--- src/rtl/pmc_pkg.sv ---
package pmc_pkg;

  typedef enum logic [2:0] {
    PM_ON     = 3'd0,
    PM_SLOW   = 3'd1,
    PM_IDLE   = 3'd2,
    PM_STOP   = 3'd3,
    PM_SLEEP  = 3'd4,
    PM_WK_OSC = 3'd5,
    PM_WK_PLL = 3'd6,
    PM_WK_SET = 3'd7
  } pm_state_e;

  localparam logic [2:0] REQ_MAX = 3'd4;

  typedef struct packed {
    logic clk_on;   // peripheral clocks may run
    logic cpu;
    logic slow;
    logic osc;
    logic pll;
    logic pwr;
  } pm_ctl_t;

  function automatic pm_ctl_t pm_decode(input pm_state_e s);
    pm_ctl_t c;
    c = '{clk_on: 1'b0, cpu: 1'b0, slow: 1'b0, osc: 1'b0, pll: 1'b0, pwr: 1'b1};
    case (s)
      PM_ON:     c = '{1'b1, 1'b1, 1'b0, 1'b1, 1'b1, 1'b1};
      PM_SLOW:   c = '{1'b1, 1'b1, 1'b1, 1'b1, 1'b1, 1'b1};
      PM_IDLE:   c = '{1'b1, 1'b0, 1'b0, 1'b1, 1'b1, 1'b1};
      PM_STOP:   c = '{1'b0, 1'b0, 1'b0, 1'b0, 1'b0, 1'b1};
      PM_SLEEP:  c = '{1'b0, 1'b0, 1'b0, 1'b0, 1'b0, 1'b0};
      PM_WK_OSC: c = '{1'b0, 1'b0, 1'b0, 1'b1, 1'b0, 1'b1};
      PM_WK_PLL: c = '{1'b0, 1'b0, 1'b0, 1'b1, 1'b1, 1'b1};
      PM_WK_SET: c = '{1'b0, 1'b0, 1'b0, 1'b1, 1'b1, 1'b1};
      default:   c = '{1'b0, 1'b0, 1'b0, 1'b0, 1'b0, 1'b1};
    endcase
    return c;
  endfunction

endpackage

--- src/rtl/pmc_regs.sv ---
module pmc_regs #(
  parameter int N_IP   = 8,
  parameter int N_WAKE = 4,
  parameter int ADDR_W = 1,
  parameter int DATA_W = 8
) (
  input  logic              clk,
  input  logic              rst,
  input  logic              wr_en,
  input  logic [ADDR_W-1:0] wr_addr,
  input  logic [DATA_W-1:0] wr_data,
  output logic [N_IP-1:0]   ip_mask_q,
  output logic [N_IP-1:0]   ip_mask_d,
  output logic [N_WAKE-1:0] wake_mask_q
);

  localparam logic [ADDR_W-1:0] A_CLK  = ADDR_W'(0);
  localparam logic [ADDR_W-1:0] A_WAKE = ADDR_W'(1);

  logic hit_clk, hit_wake;
  logic unused_data;

  assign hit_clk     = wr_en && (wr_addr == A_CLK);
  assign hit_wake    = wr_en && (wr_addr == A_WAKE);
  assign unused_data = ^wr_data;

  always_comb begin
    ip_mask_d = ip_mask_q;
    if (hit_clk) ip_mask_d = wr_data[N_IP-1:0];
  end

  always_ff @(posedge clk) begin
    if (rst) begin
      ip_mask_q   <= '1;
      wake_mask_q <= '0;
    end else begin
      ip_mask_q <= ip_mask_d;
      if (hit_wake) wake_mask_q <= wr_data[N_WAKE-1:0];
    end
  end

  // a clock mask write lands in the register on the next edge
  assert_mask_write_R2: assert property (@(posedge clk) disable iff (rst)
    hit_clk |=> (ip_mask_q == $past(wr_data[N_IP-1:0])));

endmodule

--- src/rtl/pmc_timer.sv ---
module pmc_timer #(
  parameter int MAX_CYC = 8
) (
  input  logic                       clk,
  input  logic                       rst,
  input  logic                       load,
  input  logic [$clog2(MAX_CYC+1)-1:0] load_val,
  output logic                       zero
);

  localparam int CW = $clog2(MAX_CYC + 1);

  logic [CW-1:0] cnt;

  always_ff @(posedge clk) begin
    if (rst)              cnt <= '0;
    else if (load)        cnt <= load_val;
    else if (cnt != '0)   cnt <= cnt - 1'b1;
  end

  assign zero = (cnt == '0);

  assert_count_down_R10: assert property (@(posedge clk) disable iff (rst)
    (!load && !zero) |=> (cnt == $past(cnt) - 1'b1));

endmodule

--- src/rtl/pmc_fsm.sv ---
module pmc_fsm
  import pmc_pkg::*;
#(
  parameter int N_WAKE     = 4,
  parameter int OSC_CYC    = 4,
  parameter int SETTLE_CYC = 8
) (
  input  logic              clk,
  input  logic              rst,
  input  logic              req_vld,
  input  logic [2:0]        req_code,
  input  logic [N_WAKE-1:0] wake_evt,
  input  logic [N_WAKE-1:0] wake_mask,
  input  logic              pll_lock,
  output pm_state_e         state_q,
  output pm_state_e         state_d
);

  localparam int MAX_CYC = (OSC_CYC > SETTLE_CYC) ? OSC_CYC : SETTLE_CYC;
  localparam int CW      = $clog2(MAX_CYC + 1);
  localparam logic [CW-1:0] OSC_LD = CW'(OSC_CYC - 1);
  localparam logic [CW-1:0] SET_LD = CW'(SETTLE_CYC - 1);

  logic          wake_hit;
  logic          req_ok;
  logic          t_load, t_zero;
  logic [CW-1:0] t_val;

  assign wake_hit = |(wake_evt & wake_mask);
  assign req_ok   = req_vld && (req_code <= REQ_MAX);

  always_comb begin
    state_d = state_q;
    case (state_q)
      PM_ON, PM_SLOW: if (req_ok) state_d = pm_state_e'(req_code);
      PM_IDLE:        if (wake_hit) state_d = PM_ON;
      PM_STOP,
      PM_SLEEP:       if (wake_hit) state_d = PM_WK_OSC;
      PM_WK_OSC:      if (t_zero) state_d = PM_WK_PLL;
      PM_WK_PLL:      if (pll_lock) state_d = PM_WK_SET;
      PM_WK_SET: begin
        if (!pll_lock)   state_d = PM_WK_PLL;
        else if (t_zero) state_d = PM_ON;
      end
      default:        state_d = PM_ON;
    endcase
  end

  assign t_load = ((state_d == PM_WK_OSC) && (state_q != PM_WK_OSC)) ||
                  ((state_d == PM_WK_SET) && (state_q != PM_WK_SET));
  assign t_val  = (state_d == PM_WK_OSC) ? OSC_LD : SET_LD;

  pmc_timer #(.MAX_CYC(MAX_CYC)) i_timer (
    .clk      (clk),
    .rst      (rst),
    .load     (t_load),
    .load_val (t_val),
    .zero     (t_zero)
  );

  always_ff @(posedge clk) begin
    if (rst) state_q <= PM_ON;
    else     state_q <= state_d;
  end

  assert_idle_exit_R8: assert property (@(posedge clk) disable iff (rst)
    (state_q == PM_IDLE && wake_hit) |=> (state_q == PM_ON));

  assert_wake_no_req_R7: assert property (@(posedge clk) disable iff (rst)
    (state_q inside {PM_WK_OSC, PM_WK_PLL, PM_WK_SET}) |=>
      (state_q inside {PM_WK_OSC, PM_WK_PLL, PM_WK_SET, PM_ON}));

  assert_lock_loss_R10: assert property (@(posedge clk) disable iff (rst)
    (state_q == PM_WK_SET && !pll_lock) |=> (state_q == PM_WK_PLL));

  assert_deep_exit_R9: assert property (@(posedge clk) disable iff (rst)
    (state_q inside {PM_STOP, PM_SLEEP} && wake_hit) |=> (state_q == PM_WK_OSC));

endmodule

--- src/rtl/pmc_outs.sv ---
module pmc_outs
  import pmc_pkg::*;
#(
  parameter int N_IP = 8
) (
  input  logic            clk,
  input  logic            rst,
  input  pm_state_e       state_d,
  input  logic [N_IP-1:0] ip_mask_d,
  output logic [N_IP-1:0] ip_clk_en,
  output logic            cpu_clk_en,
  output logic            slow_clk_sel,
  output logic            osc_en,
  output logic            pll_en,
  output logic            logic_pwr_en,
  output logic [2:0]      mode_state
);

  pm_ctl_t nxt;
  assign nxt = pm_decode(state_d);

  always_ff @(posedge clk) begin
    if (rst) begin
      ip_clk_en    <= '1;
      cpu_clk_en   <= 1'b1;
      slow_clk_sel <= 1'b0;
      osc_en       <= 1'b1;
      pll_en       <= 1'b1;
      logic_pwr_en <= 1'b1;
      mode_state   <= 3'(PM_ON);
    end else begin
      ip_clk_en    <= nxt.clk_on ? ip_mask_d : '0;
      cpu_clk_en   <= nxt.cpu;
      slow_clk_sel <= nxt.slow;
      osc_en       <= nxt.osc;
      pll_en       <= nxt.pll;
      logic_pwr_en <= nxt.pwr;
      mode_state   <= 3'(state_d);
    end
  end

endmodule

--- src/rtl/pwr_mode_ctrl.sv ---
module pwr_mode_ctrl
  import pmc_pkg::*;
#(
  parameter int N_IP       = 8,
  parameter int N_WAKE     = 4,
  parameter int ADDR_W     = 1,
  parameter int OSC_CYC    = 4,
  parameter int SETTLE_CYC = 8,
  localparam int DATA_W    = (N_IP > N_WAKE) ? N_IP : N_WAKE
) (
  input  logic              clk,
  input  logic              rst,
  input  logic              cfg_wr_en,
  input  logic [ADDR_W-1:0] cfg_wr_addr,
  input  logic [DATA_W-1:0] cfg_wr_data,
  input  logic              mode_req_vld,
  input  logic [2:0]        mode_req_code,
  input  logic [N_WAKE-1:0] wake_evt,
  input  logic              pll_lock,
  output logic [N_IP-1:0]   ip_clk_en,
  output logic              cpu_clk_en,
  output logic              slow_clk_sel,
  output logic              osc_en,
  output logic              pll_en,
  output logic              logic_pwr_en,
  output logic [2:0]        mode_state
);

  logic [N_IP-1:0]   ip_mask_q, ip_mask_d;
  logic [N_WAKE-1:0] wake_mask_q;
  pm_state_e         state_q, state_d;

  pmc_regs #(.N_IP(N_IP), .N_WAKE(N_WAKE), .ADDR_W(ADDR_W), .DATA_W(DATA_W)) i_regs (
    .clk         (clk),
    .rst         (rst),
    .wr_en       (cfg_wr_en),
    .wr_addr     (cfg_wr_addr),
    .wr_data     (cfg_wr_data),
    .ip_mask_q   (ip_mask_q),
    .ip_mask_d   (ip_mask_d),
    .wake_mask_q (wake_mask_q)
  );

  pmc_fsm #(.N_WAKE(N_WAKE), .OSC_CYC(OSC_CYC), .SETTLE_CYC(SETTLE_CYC)) i_fsm (
    .clk       (clk),
    .rst       (rst),
    .req_vld   (mode_req_vld),
    .req_code  (mode_req_code),
    .wake_evt  (wake_evt),
    .wake_mask (wake_mask_q),
    .pll_lock  (pll_lock),
    .state_q   (state_q),
    .state_d   (state_d)
  );

  pmc_outs #(.N_IP(N_IP)) i_outs (
    .clk          (clk),
    .rst          (rst),
    .state_d      (state_d),
    .ip_mask_d    (ip_mask_d),
    .ip_clk_en    (ip_clk_en),
    .cpu_clk_en   (cpu_clk_en),
    .slow_clk_sel (slow_clk_sel),
    .osc_en       (osc_en),
    .pll_en       (pll_en),
    .logic_pwr_en (logic_pwr_en),
    .mode_state   (mode_state)
  );

  assert_sleep_off_R6: assert property (@(posedge clk) disable iff (rst)
    !logic_pwr_en |-> (!osc_en && !pll_en && !cpu_clk_en && ip_clk_en == '0));

  assert_osc_first_R9: assert property (@(posedge clk) disable iff (rst)
    $rose(pll_en) |-> (osc_en && $past(osc_en)));

  assert_wake_gated_R10: assert property (@(posedge clk) disable iff (rst)
    (mode_state >= 3'd5) |-> (!cpu_clk_en && ip_clk_en == '0));

  assert_stop_clocks_R5: assert property (@(posedge clk) disable iff (rst)
    (!osc_en) |-> (!pll_en && !cpu_clk_en && ip_clk_en == '0));

  assert_state_track_R3: assert property (@(posedge clk) disable iff (rst)
    1'b1 |=> (mode_state == 3'($past(state_d))));

endmodule

--- config.mk ---
export PLATFORM = sky130hd
export DESIGN_NAME = pwr_mode_ctrl
export DESIGN_NICKNAME = d
export VERILOG_FILES = /design/src/rtl/pmc_pkg.sv /design/src/rtl/pmc_regs.sv /design/src/rtl/pmc_timer.sv /design/src/rtl/pmc_fsm.sv /design/src/rtl/pmc_outs.sv /design/src/rtl/pwr_mode_ctrl.sv
export SDC_FILE = /design/constraint.sdc
export NUM_CORES = 1
export LEC_CHECK = 0
export BUFFER_PORTS_ARGS = -buffer_cell sky130_fd_sc_hd__buf_2
export CORE_MARGIN = 2
export CORE_UTILIZATION = 45
export DETAILED_ROUTE_END_ITERATION = 10
export PLACE_DENSITY_LB_ADDON = 0.3
export SYNTH_ARGS = -nofsm -noshare
export SYNTH_HDL_FRONTEND = slang
export SYNTH_SLANG_ARGS = --single-unit
--- constraint.sdc ---
create_clock -name clk -period 2.85 [get_ports clk]
set_clock_uncertainty 0.05 [all_clocks]
set_input_delay 0.57 -clock clk [delete_from_list [all_inputs] [get_ports clk]]
set_output_delay 0.57 -clock clk [all_outputs]
set_load 0.01 [all_outputs]
==> results.md, run 1 <==
- DP Area: 1510 sq um
- Setup Crit Path Kind: flop to flop
- Post-CTS Resized: 0
- CTS tree: yes
- Clk sinks: 32
- Mapped Nets: 168
- Seq cells post-synth: 32
- Setup bufs post-CTS: 0
- Max_cap viols: 0
- Cell taking the most area after synthesis: dfxtp_1
- Synth async-reset ratio: 0%
- Distinct cells, synth: 36
- DR WL/cell: 12.5 um
- Mapped Cells: 146
- Cell Rows: 19
- Startpoint types: flop
- Cts-stage hold buffer count: 0
- Clk buf depth: 2
- Die Y: 57.9 um
- Number of global-route vias before repair: 1,045
- First-pass GRT wire length: 4690 um
- Clock power share: 30.1%
- Area grow syn2layout: 21.5%
- Antenna violations before repair: 0
- Largest net degree at the start of global routing: 15
- Post-DP HPWL: 1980 um
- ANT cells: 0
- Initial Utilization: 47.3%
- Core Area: 2760 sq um
- Worst setup endpoint: i_outs.osc_en$_SDFF_PP1_
- Worst R2R Path Depth: 7
- CP arrival: 2.44 ns
- Via density per instance: 5.30
- Final Net Count: 206
- Hold crit path type: input pin to flop
- Fin crit period: 2.28 ns
- Status: complete, no violations
- Tot Pwr: 1.15 mW
- All-Layer GR Usage: 18.7%
- Fin. max-slew vios: 0
- Rel. slew slack: 61.7%
- Syn_area_per_cell: 8.94 sq um
- Combinational share of power: 23.6%
- Initial DRC count: 30
- Worst vdd ir: 0.000528 V
- LEAKAGE: 0.684 nW
- Final WL: 2700 um
- Internal power: 821 uW
- Synth top area cells: dfxtp_1 (49%), nand2_1 (7.8%), nand3_1 (6.1%), nor2b_1 (5.8%), a21oi_1 (3.1%)
- Residual DRC: 0
- Sequential share of power: 46.3%
- Reg clk slew, reported paths: 0.10 ns
- Top-count cell post-synth: dfxtp_1
- RSZ-0062 raised after global routing: false
- Gr ovfl total: 0
- I/O pin count: 37
- Register area: 641 sq um
- DP Worst Slack: 0.504 ns
- H-Tree Depth: 2
- Post-synth top area share: 49.1%
- R2r endpoint: i_outs.osc_en$_SDFF_PP1_
- EDFF count, synth: 0
- Sequential-to-total area share from yosys stat: 49.1%
- Layout cells sized above 1: 27.6%
- Reg-to-reg startpoint: i_fsm.i_timer.cnt[0]$_SDFFE_PP0P_
- Switching Fraction: 28.6%
- Antenna Violating Nets Remaining: 0
- Die Area: 3350 sq um
- Crit end category: flop
- Via count: 1,145
- Area of the multi-input gates: 616 sq um
- Pin slew with the least headroom to its limit: 0.573 ns
- Final Instance Area: 1590 sq um
- Synth warn: 0
- Endpoints failing hold: 0
- Max Clk Rate: 0.438 GHz
- Layout fillers: 257
- Cell area power density: 725 nW/um^2
- TNS Setup: 0 ns
- Worst-Skew Late Latency: 0.33 ns
- Horiz. Die Dim: 57.9 um
- Crit-path max FO: 10
- Most used DFF post-synth: dfxtp_1
- Final Wtd Congestion: 0.850
- Worst EP required: 3.01 ns
- Worst setup path start: i_fsm.i_timer.cnt[0]$_SDFFE_PP0P_
- Most frequent cells after synthesis: dfxtp_1 (32), nand2_1 (27), nand3_1 (16), nor2b_1 (12), a21oi_1 (8)
- PortBufs: 36
- Initial DRT Pass Iterations: 4
- R2R Setup Slk: 0.57 ns
- Period utilization: 80.1%
- Setup Viol. Count Final: 0
- Final hold slack: 0.407 ns
- Setup slack after layout: 0.567 ns
- CTS buffer count: 5
- CTS root buf: clkbuf_4
- Synthesized area: 1310 sq um
- NetSw: 328 uW
power by group through the flow:
stage / clock network, mW / registers (mW) / logic [mW]
after global placement: 0 / 0.540 / 0.262
after global routing: 0.374 / 0.540 / 0.308
after CTS: 0.353 / 0.533 / 0.274
after floorplan: 0 / 0.546 / 0.192
final: 0.346 / 0.532 / 0.271
after detailed placement: 0 / 0.543 / 0.273
routing by layer:
layer | global-route usage (%) | wire (um) | vias up
met5 | 0 | 0 | -
met4 | 8.64 | 50 | 0
met3 | 6.47 | 179 | 6
met2 | 27.4 | 1250 | 35
met1 | 24.9 | 1230 | 517
li1 | - | - | 587
logic make-up (layout without fill, tap and decap cells):
family	count (synthesis)	after routing	synth area share, %
fa+ha+maj	1	1	0.959
xor+xnor	1	1	0.671
flops	32	32	49.1
mux	2	2	1.63
buf+inv	12	51	3.74
simple gates	74	74	29.1
compound gates	24	24	14.9
cell usage in the layout, fill, tap and decap left out, types with 2 or more instances in the layout:
cell type  instances
a21oi_1            8
a22oi_1            3
buf_2             36
clkbuf_4           5
dfxtp_1           32
inv_1              6
nand2_1           27
nand2b_1           3
nand3_1           16
nor2_1             4
nor2b_1           12
nor3_1             3
o211ai_1           2
or3_1              2
worst max-delay path, stage by stage, from the launching register on:
cell	delay [ns]
dfxtp_1	0.34
inv_1	0.07
ha_1	0.24
and4bb_4	0.23
and4_1	0.22
a311o_1	0.37
o32ai_4	0.49
o211ai_1	0.15
registers in the layout, indices dropped and copies added (netlist names):
name                 count
i_outs.ip_clk_en         8
i_fsm.i_timer.cnt        4
i_regs.ip_mask_q         8
i_regs.wake_mask_q       4
i_outs.cpu_clk_en        1
i_outs.slow_clk_sel      1
i_fsm.state_q            3
i_outs.pll_en            1
i_outs.logic_pwr_en      1
i_outs.osc_en            1
final cells by class:
| class | count | share of cell area [%] |
|---|---|---|
| Sequential cell | 32 | 40.4 |
| Multi-Input combinational cell | 102 | 38.8 |
| Timing Repair Buffer | 37 | 11.8 |
| Clock inverter | 3 | 2.68 |
| Tap cell | 31 | 2.45 |
| Clock buffer | 5 | 2.37 |
| Inverter | 6 | 1.42 |
per-stage QoR:
step                util (%)  cells
detailed placement      54.6    208
floorplan                  -    146
global placement        54.6    208
CTS                     57.5    216
finish                  57.5    216
global route            57.5    216
how the worst min path moves through the flow:
stage / from / end / slack (ns) / cells after the start
floorplan: i_regs.ip_mask_q[0]$_SDFF_PP1_ / i_regs.ip_mask_q[0]$_SDFF_PP1_ / 0.38 / 2
global placement: i_regs.ip_mask_q[6]$_SDFF_PP1_ / i_regs.ip_mask_q[6]$_SDFF_PP1_ / 0.39 / 2
detailed placement: i_regs.ip_mask_q[2]$_SDFF_PP1_ / i_regs.ip_mask_q[2]$_SDFF_PP1_ / 0.40 / 2
CTS: cfg_wr_data[7] / i_regs.ip_mask_q[7]$_SDFF_PP1_ / 0.40 / 3
global route: cfg_wr_data[7] / i_regs.ip_mask_q[7]$_SDFF_PP1_ / 0.41 / 3
finish: cfg_wr_data[5] / i_regs.ip_mask_q[5]$_SDFF_PP1_ / 0.41 / 3
No activity file was read; power rests on OpenSTA's default activity.
==> inputs of run 2 (changes only) <==
Settings changed: ABC_AREA from default to 1.
Clock period 2.85 ns to 2.1 ns, I/O delays scaled along.
==> run 2 against run 1 <==
Routed wire length decreased by 1.4%; synthesized cell count increased by 16%; setup slack worse by 0.25 ns; clock power grew 5%; count of clock-buffer cells in the layout up 3; largest power group unchanged.
==> results.md, run 2 <==
- Status: complete, no violations
- Biggest regs: i_outs.ip_clk_en (8), i_regs.ip_mask_q (8)
- Most used DFF post-synth: dfxtp_1
- Clk buf depth: 2 (unchanged)
- Period utilization: 84.8% (+4.7 points)
- CTS buffer count: 5 (unchanged)
- All-Layer GR Usage: 17.6% (-1.1 points)
- Met2 routed WL: 1250 um (+0.56%)
- Most frequent cells in the layout: nand2_1 (40), buf_2 (36), dfxtp_1 (32)
- Clock power share: 23.2% (-6.9 points)
- Seq cells post-synth: 32 (unchanged)
- Die Area: 3490 sq um (+4.3%)
- Final core utilization: 57.4% (-0.12 points)
- NetSw: 525 uW (+60%)
- Crit-path cells: inv_1 > ha_1 > nand2_1 > nor2_2 > nand2_1 > nand3_2 > nand3_2 > inv_2 > o21ai_4 > o21ai_0
- LEAKAGE: 0.828 nW (+21%)
- Core Area: 2830 sq um (+2.6%)
- Synth async-reset ratio: 0% (unchanged)
- Fin crit period: 1.78 ns (-0.502 ns)
- Synthesized area: 1370 sq um (+4.6%)
- Most frequent cells after synthesis: nand2_1 (40), dfxtp_1 (32), nor2_1 (18), inv_1 (17), o21ai_0 (11)
- Commonest non-fill, non-tap cell in the layout: nand2_1
- Fin cells: 241 (+12%)
- Distinct cells, synth: 26 (-28%)
- Max incr delay on CP: 0.36 ns (-0.13 ns)
- CTS root buf: clkbuf_4
- Routed met3 length: 159 um (-11%)
- DR WL/cell: 11.1 um (-12%)
- Horiz. Die Dim: 59.1 um (+2.1%)
- EDFF count, synth: 0 (unchanged)
- Max Used Layer: met4
- Rel. slew slack: 56.4% (-5.3 points)
- TNS Setup: 0 ns (unchanged)
- Synth warn: 0 (unchanged)
- Reg-to-reg startpoint: i_fsm.i_timer.cnt[0]$_SDFFE_PP0P_
- Post-DP HPWL: 2040 um (+3.0%)
- Setup Crit Path Kind: flop to flop
- Syn_area_per_cell: 8.08 sq um (-9.6%)
- Initial DRC count: 47 (+57%)
- Switching Fraction: 33.5% (+4.9 points)
- CP arrival: 1.92 ns (-0.52 ns)
- Initial Utilization: 48.3% (+0.93 points)
- Setup Viol. Count Final: 0 (unchanged)
- Area grow syn2layout: 18.9%
- Post-synth top area share: 46.9% (-2.2 points)
- Worst setup path start: i_fsm.i_timer.cnt[0]$_SDFFE_PP0P_
- Max Clk Rate: 0.561 GHz (+28%)
- Synth top area cells: dfxtp_1 (47%), nand2_1 (11%), mux2i_1 (5.9%), nor2_1 (4.9%), inv_1 (4.7%)
- Tot Pwr: 1.57 mW (+37%)
- Largest net degree at the start of global routing: 26 (+11)
- Antenna Violating Nets Remaining: 0 (unchanged)
- Antenna violations before repair: 0 (unchanged)
- Cts-stage hold buffer count: 0 (unchanged)
- Die Y: 59.1 um (+2.1%)
- Setup bufs post-CTS: 0 (unchanged)
- Post-CTS Resized: 0 (unchanged)
- Cell Rows: 19 (unchanged)
- Cell taking the most area after synthesis: dfxtp_1
- Hold crit path type: input pin to flop
- Endpoints failing hold: 0 (unchanged)
- CP max stage cell: dfxtp_1
- CP bufs+invs: 2 (+1)
- Via count: 1,185 (+3.5%)
- Initial DRT Pass Iterations: 4 (unchanged)
- Final WL: 2660 um (-1.4%)
- Number of global-route vias before repair: 1,137 (+8.8%)
- Sequential share of power: 47.4% (+1.1 points)
- ANT cells: 0 (unchanged)
- Cell area power density: 967 nW/um^2 (+33%)
- Final hold slack: 0.255 ns (-0.152 ns)
- H-Tree Depth: 2 (unchanged)
- Combinational share of power: 29.3% (+5.7 points)
- Worst vdd ir: 0.000579 V (+9.6%)
- Internal power: 1.04 mW (+27%)
- Final Wtd Congestion: 0.811 (-4.7%)
- I/O pin count: 37 (unchanged)
- Sequential-to-total area share from yosys stat: 46.9% (-2.2 points)
- Gr ovfl total: 0 (unchanged)
- CTS tree: yes
- Dpl cells: 233 (+12%)
- Reg clk slew, reported paths: 0.09 ns (about the same)
- R2R Setup Slk: 0.32 ns (-0.25 ns)
- Worst EP required: 2.24 ns (-0.77 ns)
- Met1 WL: 1180 um (-3.8%)
- Mapped Cells: 169 (+16%)
- RSZ-0062 raised after global routing: false
- Via density per instance: 4.92 (-7.2%)
- Top-count cell post-synth: nand2_1
- Pin slew with the least headroom to its limit: 0.654 ns (+0.0804 ns)
- Layout cells sized above 1: 26.2% (-1.4 points)
- Crit end category: flop
- Startpoint types: flop
- Top Family by Delay on Critical Path: simple AND/OR/NAND/NOR gates
- Min-delay src: cfg_wr_data[4]
- Mapped Nets: 191 (+14%)
- Max_cap viols: 0 (unchanged)
- Clk sinks: 32 (unchanged)
- Final Net Count: 231 (+12%)
- Residual DRC: 0 (unchanged)
- PortBufs: 36 (unchanged)
- Fin. max-slew vios: 0 (unchanged)
- First-pass GRT wire length: 4620 um (-1.3%)
- Crit-path max FO: 10 (unchanged)
- Worst-Skew Late Latency: 0.34 ns (about the same)
-- run 2: changes by cell type after synthesis, moves of 5 or more --
cell / before / now
nand3_1: 16 / 10
inv_1: 6 / 17
clkbuf_1: 5 / 0
o21ai_0: 1 / 11
nor2b_1: 12 / 0
nor2_1: 4 / 18
mux2i_1: 1 / 8
nand2_1: 27 / 40
-- run 2: power groups by stage --
stage                     sequential, mW  combinational, mW  clock, mW
after floorplan                    0.763              0.335          0
after global placement             0.755              0.446          0
after detailed placement           0.758              0.459          0
after CTS                          0.745              0.463      0.370
after global routing               0.754              0.530      0.398
final                              0.744              0.460      0.364
-- run 2: layer usage --
metal	vias up	track usage [%]
met5	-	0
met4	0	10.7
met3	8	3.28
met2	40	28.9
met1	517	21.3
li1	620	-
-- run 2: worst paths after layout --
check / endpoint / cells after the start
worst min-delay path: i_regs.ip_mask_q[4]$_SDFF_PP1_ / 3
worst max register to register: i_outs.ip_clk_en[0]$_SDFF_PP1_ / 10
worst max-delay path: i_outs.ip_clk_en[0]$_SDFF_PP1_ / 10
worst min register to register: i_regs.ip_mask_q[0]$_SDFF_PP1_ / 2
-- run 2: kinds of logic (layout without fill, tap and decap cells) --
family	count (synthesis)	count (layout)	share of synthesized area, %
flops	32	32	46.9
compound gates	20	20	8.43
simple gates	83	83	29.2
xor+xnor	3	3	1.93
fa+ha+maj	1	1	0.916
buf+inv	22	63	6.69
mux	8	8	5.87
-- run 2: worst register-to-register path, stage by stage (launching register included) --
cell and delay, ns:
dfxtp_1 0.36, inv_1 0.06, ha_1 0.23, nand2_1 0.09, nor2_2 0.06, nand2_1 0.09
nand3_2 0.13, nand3_2 0.11, inv_2 0.07, o21ai_4 0.26, o21ai_0 0.12
-- run 2: cell type report --
cell class / count / area, sq um
fill: 265 / 1210
sequential: 32 / 641
multi-input combinational: 115 / 633
timing repair buffer: 36 / 180
inverter: 19 / 71.3
clock buffer: 8 / 58.8
tap: 31 / 38.8
-- run 2: per-stage QoR --
stage	worst slack, ns	instance area [sq um]
after detailed placement	0.325	1560
after global placement	0.395	1560
after floorplan	0.563	1370
after global routing	0.160	1620
after CTS	0.311	1620
final	0.319	1620
